[config.mk]
export PLATFORM = sky130hd
export DESIGN_NAME = edge_grad_det
export DESIGN_NICKNAME = d
export VERILOG_FILES = /design/src/rtl/edge_grad_pkg.sv /design/src/rtl/egd_line_store.sv /design/src/rtl/egd_kernel_mac.sv /design/src/rtl/egd_decide.sv /design/src/rtl/edge_grad_det.sv
export SDC_FILE = /design/constraint.sdc
export NUM_CORES = 2
export LEC_CHECK = 0
export ABC_AREA = 0
export BUFFER_PORTS_ARGS = -buffer_cell sky130_fd_sc_hd__clkbuf_2
export CORE_MARGIN = 10
export CORE_UTILIZATION = 28
export CTS_CLUSTER_SIZE = 30
export DETAILED_ROUTE_END_ITERATION = 12
export GPL_TIMING_DRIVEN = 0
export PLACE_DENSITY = 0.52
export SLEW_MARGIN = 25
export SYNTH_ARGS = -nofsm -noshare
export SYNTH_HDL_FRONTEND = slang
export SYNTH_SLANG_ARGS = --single-unit
export TNS_END_PERCENT = 1
[constraint.sdc]
create_clock -name clk -period 15.48 [get_ports clk]
set_clock_uncertainty 0.05 [all_clocks]
set_input_delay 3.87 -clock clk [delete_from_list [all_inputs] [get_ports clk]]
set_output_delay 3.87 -clock clk [all_outputs]
set_load 0.02 [all_outputs]
[src/rtl/edge_grad_pkg.sv]
package edge_grad_pkg;

   localparam int TAPS      = 9;
   localparam int KERNELS   = 2;
   localparam int TAP_IDX_W = $clog2(TAPS);

   // Reset value of a tap; kernel 0 reacts to horizontal edges, kernel 1 to vertical ones.
   function automatic int sobel_tap(input int kern, input int k);
      int row;
      int col;
      int w;
      row = k / 3;
      col = k % 3;
      if (kern == 0) begin
         w = (col == 1) ? 2 : 1;
         return (row == 0) ? -w : ((row == 2) ? w : 0);
      end
      w = (row == 1) ? 2 : 1;
      return (col == 0) ? -w : ((col == 2) ? w : 0);
   endfunction

endpackage

[src/rtl/egd_line_store.sv]
module egd_line_store #(
   parameter int DEPTH = 64,
   parameter int PIX_W = 8,
   parameter int AW    = 6
) (
   input  logic             clk,
   input  logic             wr_en,
   input  logic [AW-1:0]    col,
   input  logic [PIX_W-1:0] din,
   output logic [PIX_W-1:0] row_m1,
   output logic [PIX_W-1:0] row_m2
);

   logic [PIX_W-1:0] near_q [DEPTH];
   logic [PIX_W-1:0] far_q  [DEPTH];

   // read before write: the column seen here is one and two lines old
   assign row_m1 = near_q[col];
   assign row_m2 = far_q[col];

   always_ff @(posedge clk) begin
      if (wr_en) begin
         near_q[col] <= din;
         far_q[col]  <= near_q[col];
      end
   end

endmodule

[src/rtl/egd_kernel_mac.sv]
module egd_kernel_mac #(
   parameter int PIX_W  = 8,
   parameter int COEF_W = 4,
   parameter int SUM_W  = 16,
   parameter int TAPS   = 9
) (
   input  logic                      clk,
   input  logic                      rst_n,
   input  logic                      en,
   input  logic [TAPS*PIX_W-1:0]     win,
   input  logic [TAPS*COEF_W-1:0]    coef,
   output logic signed [SUM_W-1:0]   sum_q
);

   logic signed [SUM_W-1:0] acc;

   always_comb begin
      acc = '0;
      for (int k = 0; k < TAPS; k++) begin
         acc = acc
             + $signed({{(SUM_W-PIX_W){1'b0}}, win[k*PIX_W +: PIX_W]})
             * $signed({{(SUM_W-COEF_W){coef[k*COEF_W+COEF_W-1]}}, coef[k*COEF_W +: COEF_W]});
      end
   end

   always_ff @(posedge clk or negedge rst_n) begin
      if (!rst_n)  sum_q <= '0;
      else if (en) sum_q <= acc;
   end

endmodule

[src/rtl/egd_decide.sv]
module egd_decide #(
   parameter int PIX_W = 8,
   parameter int SUM_W = 16
) (
   input  logic                    clk,
   input  logic                    rst_n,
   input  logic                    en,
   input  logic                    in_v,
   input  logic                    border,
   input  logic                    sof,
   input  logic                    eol,
   input  logic signed [SUM_W-1:0] sum_a,
   input  logic signed [SUM_W-1:0] sum_b,
   input  logic [PIX_W-1:0]        thresh,
   output logic                    out_valid,
   output logic [PIX_W-1:0]        out_pix,
   output logic                    out_sof,
   output logic                    out_eol
);

   localparam logic [PIX_W-1:0] PIX_MAX = '1;

   function automatic logic [PIX_W-1:0] mag_sat(input logic signed [SUM_W-1:0] s);
      logic [SUM_W-1:0] m;
      m = s[SUM_W-1] ? SUM_W'(-s) : SUM_W'(s);
      return (m > SUM_W'(PIX_MAX)) ? PIX_MAX : m[PIX_W-1:0];
   endfunction

   logic [PIX_W-1:0] mag_a, mag_b, peak;
   logic             hit;

   always_comb begin
      mag_a = mag_sat(sum_a);
      mag_b = mag_sat(sum_b);
      peak  = (mag_a > mag_b) ? mag_a : mag_b;
      hit   = !border && (peak > thresh);
   end

   always_ff @(posedge clk or negedge rst_n) begin
      if (!rst_n) begin
         out_valid <= 1'b0;
         out_pix   <= '0;
         out_sof   <= 1'b0;
         out_eol   <= 1'b0;
      end else begin
         out_valid <= en && in_v;
         out_sof   <= en && in_v && sof;
         out_eol   <= en && in_v && eol;
         if (en) out_pix <= hit ? PIX_MAX : '0;
      end
   end

endmodule

[src/rtl/edge_grad_det.sv]
module edge_grad_det
   import edge_grad_pkg::*;
#(
   parameter int IMG_W  = 64,
   parameter int IMG_H  = 48,
   parameter int PIX_W  = 8,
   parameter int COEF_W = 4
) (
   input  logic                 clk,
   input  logic                 rst_n,
   input  logic                 in_valid,
   input  logic [PIX_W-1:0]     in_pix,
   input  logic                 in_sof,
   input  logic [PIX_W-1:0]     thresh,
   input  logic                 coef_we,
   input  logic                 coef_sel,
   input  logic [TAP_IDX_W-1:0] coef_idx,
   input  logic [COEF_W-1:0]    coef_val,
   output logic                 out_valid,
   output logic [PIX_W-1:0]     out_pix,
   output logic                 out_sof,
   output logic                 out_eol
);

   localparam int CW    = $clog2(IMG_W);
   localparam int RW    = $clog2(IMG_H);
   localparam int SUM_W = PIX_W + COEF_W + 4;
   localparam int FILL  = IMG_W + 1;
   localparam int FW    = $clog2(FILL + 1);

   if (IMG_W < 4)  begin : g_bad_w $error("IMG_W must be at least 4");  end
   if (IMG_H < 3)  begin : g_bad_h $error("IMG_H must be at least 3");  end
   if (COEF_W < 3) begin : g_bad_c $error("COEF_W must hold +/-2");     end

   logic adv;
   assign adv = in_valid;

   // ---------------- kernel taps ----------------
   logic [COEF_W-1:0] coef_q [KERNELS][TAPS];

   always_ff @(posedge clk or negedge rst_n) begin
      if (!rst_n) begin
         for (int kn = 0; kn < KERNELS; kn++)
            for (int k = 0; k < TAPS; k++)
               coef_q[kn][k] <= COEF_W'(sobel_tap(kn, k));
      end else if (coef_we && (coef_idx < TAP_IDX_W'(TAPS))) begin
         coef_q[coef_sel][coef_idx] <= coef_val;
      end
   end

   // ---------------- raster position ----------------
   logic [CW-1:0] nc, pos_c, ctr_c;
   logic [RW-1:0] nr, pos_r, ctr_r;
   logic [FW-1:0] fill_q;
   logic          ctr_border;

   assign pos_c = in_sof ? '0 : nc;
   assign pos_r = in_sof ? '0 : nr;

   always_ff @(posedge clk or negedge rst_n) begin
      if (!rst_n) begin
         nc     <= '0;
         nr     <= '0;
         fill_q <= '0;
      end else if (adv) begin
         if (pos_c == CW'(IMG_W-1)) begin
            nc <= '0;
            nr <= (pos_r == RW'(IMG_H-1)) ? '0 : pos_r + 1'b1;
         end else begin
            nc <= pos_c + 1'b1;
            nr <= pos_r;
         end
         if (fill_q != FW'(FILL)) fill_q <= fill_q + 1'b1;
      end
   end

   // centre of the window after this pixel shifts in: one row and one column back
   always_comb begin
      if (pos_c == '0) begin
         ctr_c = CW'(IMG_W-1);
         ctr_r = (pos_r >= RW'(2)) ? pos_r - RW'(2) : pos_r + RW'(IMG_H-2);
      end else begin
         ctr_c = pos_c - 1'b1;
         ctr_r = (pos_r >= RW'(1)) ? pos_r - RW'(1) : RW'(IMG_H-1);
      end
      ctr_border = (ctr_c == '0) || (ctr_c == CW'(IMG_W-1)) ||
                   (ctr_r == '0) || (ctr_r == RW'(IMG_H-1));
   end

   // ---------------- line stores and window ----------------
   logic [PIX_W-1:0] row_m1, row_m2;
   logic [PIX_W-1:0] col_in [3];
   logic [PIX_W-1:0] win_q  [3][3];

   egd_line_store #(.DEPTH(IMG_W), .PIX_W(PIX_W), .AW(CW)) u_lines (
      .clk    (clk),
      .wr_en  (adv),
      .col    (pos_c),
      .din    (in_pix),
      .row_m1 (row_m1),
      .row_m2 (row_m2)
   );

   assign col_in[0] = row_m2;
   assign col_in[1] = row_m1;
   assign col_in[2] = in_pix;

   for (genvar r = 0; r < 3; r++) begin : g_row
      always_ff @(posedge clk or negedge rst_n) begin
         if (!rst_n) begin
            for (int c = 0; c < 3; c++) win_q[r][c] <= '0;
         end else if (adv) begin
            win_q[r][0] <= win_q[r][1];
            win_q[r][1] <= win_q[r][2];
            win_q[r][2] <= col_in[r];
         end
      end
   end

   logic s1_v, s1_border, s1_sof, s1_eol;
   logic s2_v, s2_border, s2_sof, s2_eol;

   always_ff @(posedge clk or negedge rst_n) begin
      if (!rst_n) begin
         {s1_v, s1_border, s1_sof, s1_eol} <= '0;
         {s2_v, s2_border, s2_sof, s2_eol} <= '0;
      end else if (adv) begin
         s1_v      <= (fill_q == FW'(FILL));
         s1_border <= ctr_border;
         s1_sof    <= (ctr_c == '0) && (ctr_r == '0);
         s1_eol    <= (ctr_c == CW'(IMG_W-1));
         s2_v      <= s1_v;
         s2_border <= s1_border;
         s2_sof    <= s1_sof;
         s2_eol    <= s1_eol;
      end
   end

   // ---------------- convolution ----------------
   logic [TAPS*PIX_W-1:0]   win_flat;
   logic [TAPS*COEF_W-1:0]  coef_flat [KERNELS];
   logic signed [SUM_W-1:0] sum_q     [KERNELS];

   for (genvar k = 0; k < TAPS; k++) begin : g_flat
      assign win_flat[k*PIX_W +: PIX_W] = win_q[k/3][k%3];
   end

   for (genvar kn = 0; kn < KERNELS; kn++) begin : g_kern
      for (genvar k = 0; k < TAPS; k++) begin : g_tap
         assign coef_flat[kn][k*COEF_W +: COEF_W] = coef_q[kn][k];
      end
      egd_kernel_mac #(.PIX_W(PIX_W), .COEF_W(COEF_W), .SUM_W(SUM_W), .TAPS(TAPS)) u_mac (
         .clk   (clk),
         .rst_n (rst_n),
         .en    (adv),
         .win   (win_flat),
         .coef  (coef_flat[kn]),
         .sum_q (sum_q[kn])
      );
   end

   // ---------------- magnitude, maximum, threshold ----------------
   egd_decide #(.PIX_W(PIX_W), .SUM_W(SUM_W)) u_decide (
      .clk       (clk),
      .rst_n     (rst_n),
      .en        (adv),
      .in_v      (s2_v),
      .border    (s2_border),
      .sof       (s2_sof),
      .eol       (s2_eol),
      .sum_a     (sum_q[0]),
      .sum_b     (sum_q[1]),
      .thresh    (thresh),
      .out_valid (out_valid),
      .out_pix   (out_pix),
      .out_sof   (out_sof),
      .out_eol   (out_eol)
   );

endmodule

======== Yosys cells after proc, flatten, opt, wreduce, memory -nomap -nowiden ========
Memories as Yosys holds them, arrays and structs flattened. A register that Yosys moved wholly into a read port is not among the register bits.
Cells that the tools add are included.
operators by class
  add/subtract/negate cells ............... 25
  multiply operators ...................... 18
  div/mod/pow operators ................... 0
  magnitude comparators ................... 11
  equal/unequal tests ..................... 6
  shifts and indexed selects .............. 0
  muxes and demuxes ....................... 22
  bitwise logic cells ..................... 2
  reductions and logical operators ........ 17
operator list
  kind                                                                                 count
  16-bit adder                                                                         16
  9-bit by 4-bit multiplier with 13-bit output                                         18
  72-bit bitwise mux                                                                   1
  6-bit 2-to-1 mux                                                                     9
  36-bit demux with 1-bit select                                                       1
  36-bit 2-to-1 mux                                                                    1
  16-bit by 8-bit greater-than comparator with 1-bit output, second input constant     2
  16-bit 2-to-1 mux                                                                    2
  8-bit 2-to-1 mux                                                                     4
  16-bit negation                                                                      2
  6-bit == test, second input constant                                                 4
  6-bit logical NOT                                                                    3
  4-bit demux with 4-bit select                                                        1
  8-bit greater-than comparator                                                        2
  6-bit by 1-bit adder with 6-bit output, second input constant                        2
  6-bit by 1-bit subtractor with 6-bit output, second input constant                   2
  1-bit logical AND                                                                    8
  7-bit by 1-bit adder with 7-bit output, second input constant                        1
  7-bit == test, second input constant                                                 1
  7-bit inequality test, second input constant                                         1
  6-bit adder, second input constant                                                   1
  6-bit by 1-bit greater-or-equal comparator with 1-bit output, second input constant  1
  6-bit by 2-bit greater-or-equal comparator with 1-bit output, second input constant  1
  6-bit by 2-bit subtractor with 6-bit output, second input constant                   1
  other kinds (12)                                                                     16
storage, ports and cells
  register bits after elaboration ......... 206
  latch bits .............................. 0
  bits in writable memories ............... 1,024
  bits in read-only memories .............. 0
  input port bits ......................... 30
  word-level logic and storage cells ...... 146
  memories kept ........................... 2
memories
  memory          words  bits a word  read ports  clocked after Yosys merged registers in  wr ports  RTL line              source
  u_lines.far_q   64     8            1           1                                        1         egd_line_store.sv:15  logic [PIX_W-1:0] far_q [DEPTH];
  u_lines.near_q  64     8            1           0                                        1         egd_line_store.sv:14  logic [PIX_W-1:0] near_q [DEPTH];

======== Longest topological paths before layout ========
  word-level depth ........................ 9
  gate-level depth with buffers ........... 32
  depth with buffers taken out ............ 31

======== Hierarchy ========
A second synthesis with hierarchy kept.
second synthesis, totals
  cells, all modules ...................... 5,663
  area, all modules ....................... 72,798.6 µm²
by module, submodules not included
  module                             times used  cells each  area an instance (µm²)
  egd_line_store                     1           2,237       39,306.4
  egd_kernel_mac at g_kern[0].u_mac  1           1,342       12,305.6
  egd_kernel_mac at g_kern[1].u_mac  1           1,310       12,155.4
  edge_grad_det                      1           550         7,437.1
  egd_decide                         1           224         1,594.0

======== Least setup slack after synthesis ========
No wires, ideal clock.
  kind .................................... input port to flip-flop
  start point ............................. input port in_sof
  end point ............................... memory u_lines.far_q[0][2] (data pin)
  library setup time ...................... 0.542 ns
  arrival ................................. 6.992 ns
  setup slack ............................. 7.896 ns
  stages on the path ...................... 8
  buffers on the path ..................... 4
  cell sequence ........................... buf_2 inv_2 nand2_1 buf_1 clkbuf_1 clkbuf_1 a211oi_1 o211ai_1
between the ends
  cells in the longest elaborated chain, start to end .. 2
ends and longest elaborated chain
  item                    RTL line              source
  start: declaration      edge_grad_det.sv:13   input logic in_sof,
  6-bit 2-to-1 mux        edge_grad_det.sv:57   assign pos_c = in_sof ? '0 : nc;
  memory read 64 x 8 bit  --
  via row_m1[2]           edge_grad_det.sv:91   logic [PIX_W-1:0] row_m1, row_m2;
  end: declaration        egd_line_store.sv:15
The timed path passes the listed nets, and every way through them passes these cells.

======== Final worst setup path ========
  start point ............................. input port in_sof
  end point ............................... memory u_lines.far_q[42][2] (data pin)
The elaborated chain is that of the path after synthesis.

==> run_results.csv <==
group,metric,value,unit
routing,drt-vias-per-instance,5.22,
floorplan,core,262000,µm²
routing,drt_iter0_markers,6513,
setup_path,start_kind,"input port",
global_routing,grt_pass1_vias,49900,
synth,synth-warning-count,0,
setup_path,end_kind,"register",
timing,fin_crit,9200,ps
synth,synth_edf_count,1024,
synth,synthArstFlopShare,0.168,
clock_network,clkTransAtPathRegs,60,ps
routing,drc,0,
floorplan,die_h,533,µm
placed_design,placedCellCount,9515,
timing,maxSlewHeadroom,0.142,
global_routing,overflow,0,
synth,avgSynthCellArea,12.5,µm²
flow_run,drv_cap,0,
floorplan,ioPinCount,41,
finish,syn_to_final_growth,15.1,%
setup_path,path_buf_inv,11,
floorplan,die_w,533,µm
finish,final_cell_mix,"edfxtp_1, inv_1, ha_1, fa_1, nand2_1",
synth,yosys_register_bits,1231,
setup_path,worst_path_max_delay_cell,"a211oi_1",
placed_design,portBuffers,38,
timing,holdWs,435,ps
setup_path,cp_cell_sequence,"clkbuf_2, buf_2, buf_2, buf_2, clkbuf_2, clkbuf_2, nor2_1, a2111oi_0, o21ai_1, a211oi_1, o211ai_1, buf_2, buf_2, buf_2, buf_4, buf_2",
routing,drt_wl_total,276000,µm
synth,synth_area_leader_cell,"edfxtp_1",
routing,drt.antenna.violating_nets,0,
clock_network,cts.path.max_buffers,3,
setup_path,cp_common_cell,"buf_2",
clock_network,numCtsBuffers,132,
routing,via_count,51000,
timing,finalSetupViolCount,0,
global_routing,grt_pass1_wl,386000,µm
synth,synthDominantCellAreaShare,0.418,
routing,met1_length,113000,µm
min_path,hold_class,"register to register",
timing,fin_crit_sh,0.594,
global_routing,grt_max_degree,80,
finish,fin_cells,9761,
clock_network,cts_resized,0,
clock_network,numClockSinks,1231,
global_routing,grtUsageTotal,0.188,
outcome,status,"completed",
setup_path,cp_data_required_time,15980,ps
routing,routedWlPerCell,28.3,µm
synth,yosysSeqAreaShare,0.489,
global_routing,antenna_found_initial,15,
timing,fmax,0.109,GHz
synth,synth_flop_cell,"edfxtp_1",
clock_network,cts_tree,"done",
routing,dr.pass1.iters,8,
clock_network,worstSkewPairLatency,810,ps
synth,netlist_instances,5876,
timing,final_hold_viol_count,0,
finish,fill_cells,26200,
timing,rsz0062_at_grt,"no",
finish,drive_gt1_frac,0.126,
clock_network,postCtsHoldBufs,0,
setup_path,crit_type,"input port to register",
placed_design,gp_congestion,0.990,
timing,slew_viol_final,0,
timing,worst_pin_slew,1270,ps
synth,syn_area,73600,µm²
synth,ys_types,92,
floorplan,initial_core_util,0.281,
setup_path,arrival,9690,ps
clock_network,htree_levels,4,
setup_path,critical_path.top_delay_family,"buffers and inverters",
routing,maxUsedRoutingLayer,"met5",
placed_design,dp_hpwl,203000,µm
setup_path,max_stage_delay,820,ps
synth,syn_nets,6838,
clock_network,cts_root_buf,"clkbuf_16",
finish,layout_commonest_cell,"edfxtp_1",
finish,num-nets-final,7096,
clock_network,postCtsSetupBuffers,0,
floorplan,row_count,188,
setup_path,path_max_fanout,11,
floorplan,die-area,284000,µm²
routing,wl_met3,25200,µm
synth,synthTopCellsByArea,"edfxtp_1, fa_1, ha_1",
routing,wl_met2,123000,µm
timing,fin_tns_setup,0,ps
[registers in the layout, summed over array words and instances (netlist names), 6 cells and up]
register            flops
win_flat               72
u_lines.far_q         512
nc                      6
coef_flat              72
g_kern.u_mac.sum_q     32
nr                      6
fill_q                  7
u_lines.near_q        512
[final cells by class]
type	instances	area (µm²)	share of cell area
plain buffers	241	1120	0.0132
clock inverters	69	871	0.0103
diodes	7	17.5	0.000207
well taps	3515	4400	0.0519
clock buffers	170	3500	0.0413
flip-flops and latches	1231	36000	0.424
inverters	581	2180	0.0257
multi-input cells	3823	35000	0.413
repair buffers	124	1720	0.0203
[Yosys cell counts (all sizes together) (20+ instances only)]
master	count
mux2i	168
clkbuf	154
a22oi	72
mux4	40
o21a	23
nand3	51
a21o	43
a221oi	48
a211oi	39
xnor2	99
o31ai	21
ha	512
dfrtp	179
fa	420
nand2	341
nor2	330
a22o	21
xor2	70
nor3	55
mux2	193
inv	578
dfstp	28
a31oi	30
nand2b	86
and2	311
o22ai	61
buf	87
o21ai	182
nor4	24
a222oi	20
a21oi	222
and3	20
nor2b	43
a2111oi	23
edfxtp	1024
[metal layers]
layer | up-vias | GRT usage
li1 | 21600 | -
met1 | 26300 | 0.251
met2 | 2542 | 0.293
met3 | 551 | 0.0406
met4 | 14 | 0.0815
met5 | - | 0
[per-stage QoR]
step | util | setup slack (ps) | area, µm²
CTS | 0.323 | 6260 | 84700
global route | 0.323 | 6200 | 84700
global placement | 0.298 | 2050 | 78200
detailed placement | 0.307 | 5420 | 80300
floorplan | - | 7900 | 73600
finish | 0.323 | 6280 | 84700
[worst register-to-register path, stage by stage, from the launching register on]
cell and delay (ps):
dfrtp_1 360, clkbuf_1 690, nand2_1 190, fa_1 590
fa_1 430, fa_1 490, inv_1 40, ha_1 200
a21o_1 170, a21oi_1 200, o21bai_1 110, a2111oi_0 640
nor2_1 140, xnor2_1 240, fa_1 460, inv_1 100
fa_1 450, fa_1 550, inv_1 60, fa_1 480
inv_1 40, ha_1 380, and4_1 190, a2111oi_0 680
o2bb2ai_1 210, xor2_1 320, a21oi_1 120
[final timing paths]
path | start | end | slack [ps] | depth (start not counted)
max | in_sof | u_lines.far_q[42][2] | 6280 | 16
min | s1_eol | s1_eol | 440 | 2
max reg2reg | win_flat[18] | g_kern[1].u_mac.sum_q[13] | 6740 | 26
min reg2reg | s1_eol | s1_eol | 440 | 2
max in group asynchronous | rst_n | coef_flat[14] | 11410 | 2
min in group asynchronous | rst_n | coef_flat[7] | 3060 | 1
[cells by family (layout without fill, tap and decap cells)]
group	count (synthesis)	after routing	synth area share
mux	401	401	0.0646
other cells	0	7	0
simple gates	1364	1364	0.0939
buf+inv	822	1185	0.0441
compound gates	957	957	0.0874
flops	1231	1231	0.489
fa+ha+maj	932	932	0.201
xor+xnor	169	169	0.0201
Power is left out: the tool's default activity adds up to more than one toggle a clock period on the data nets, which glitch-free logic cannot reach.
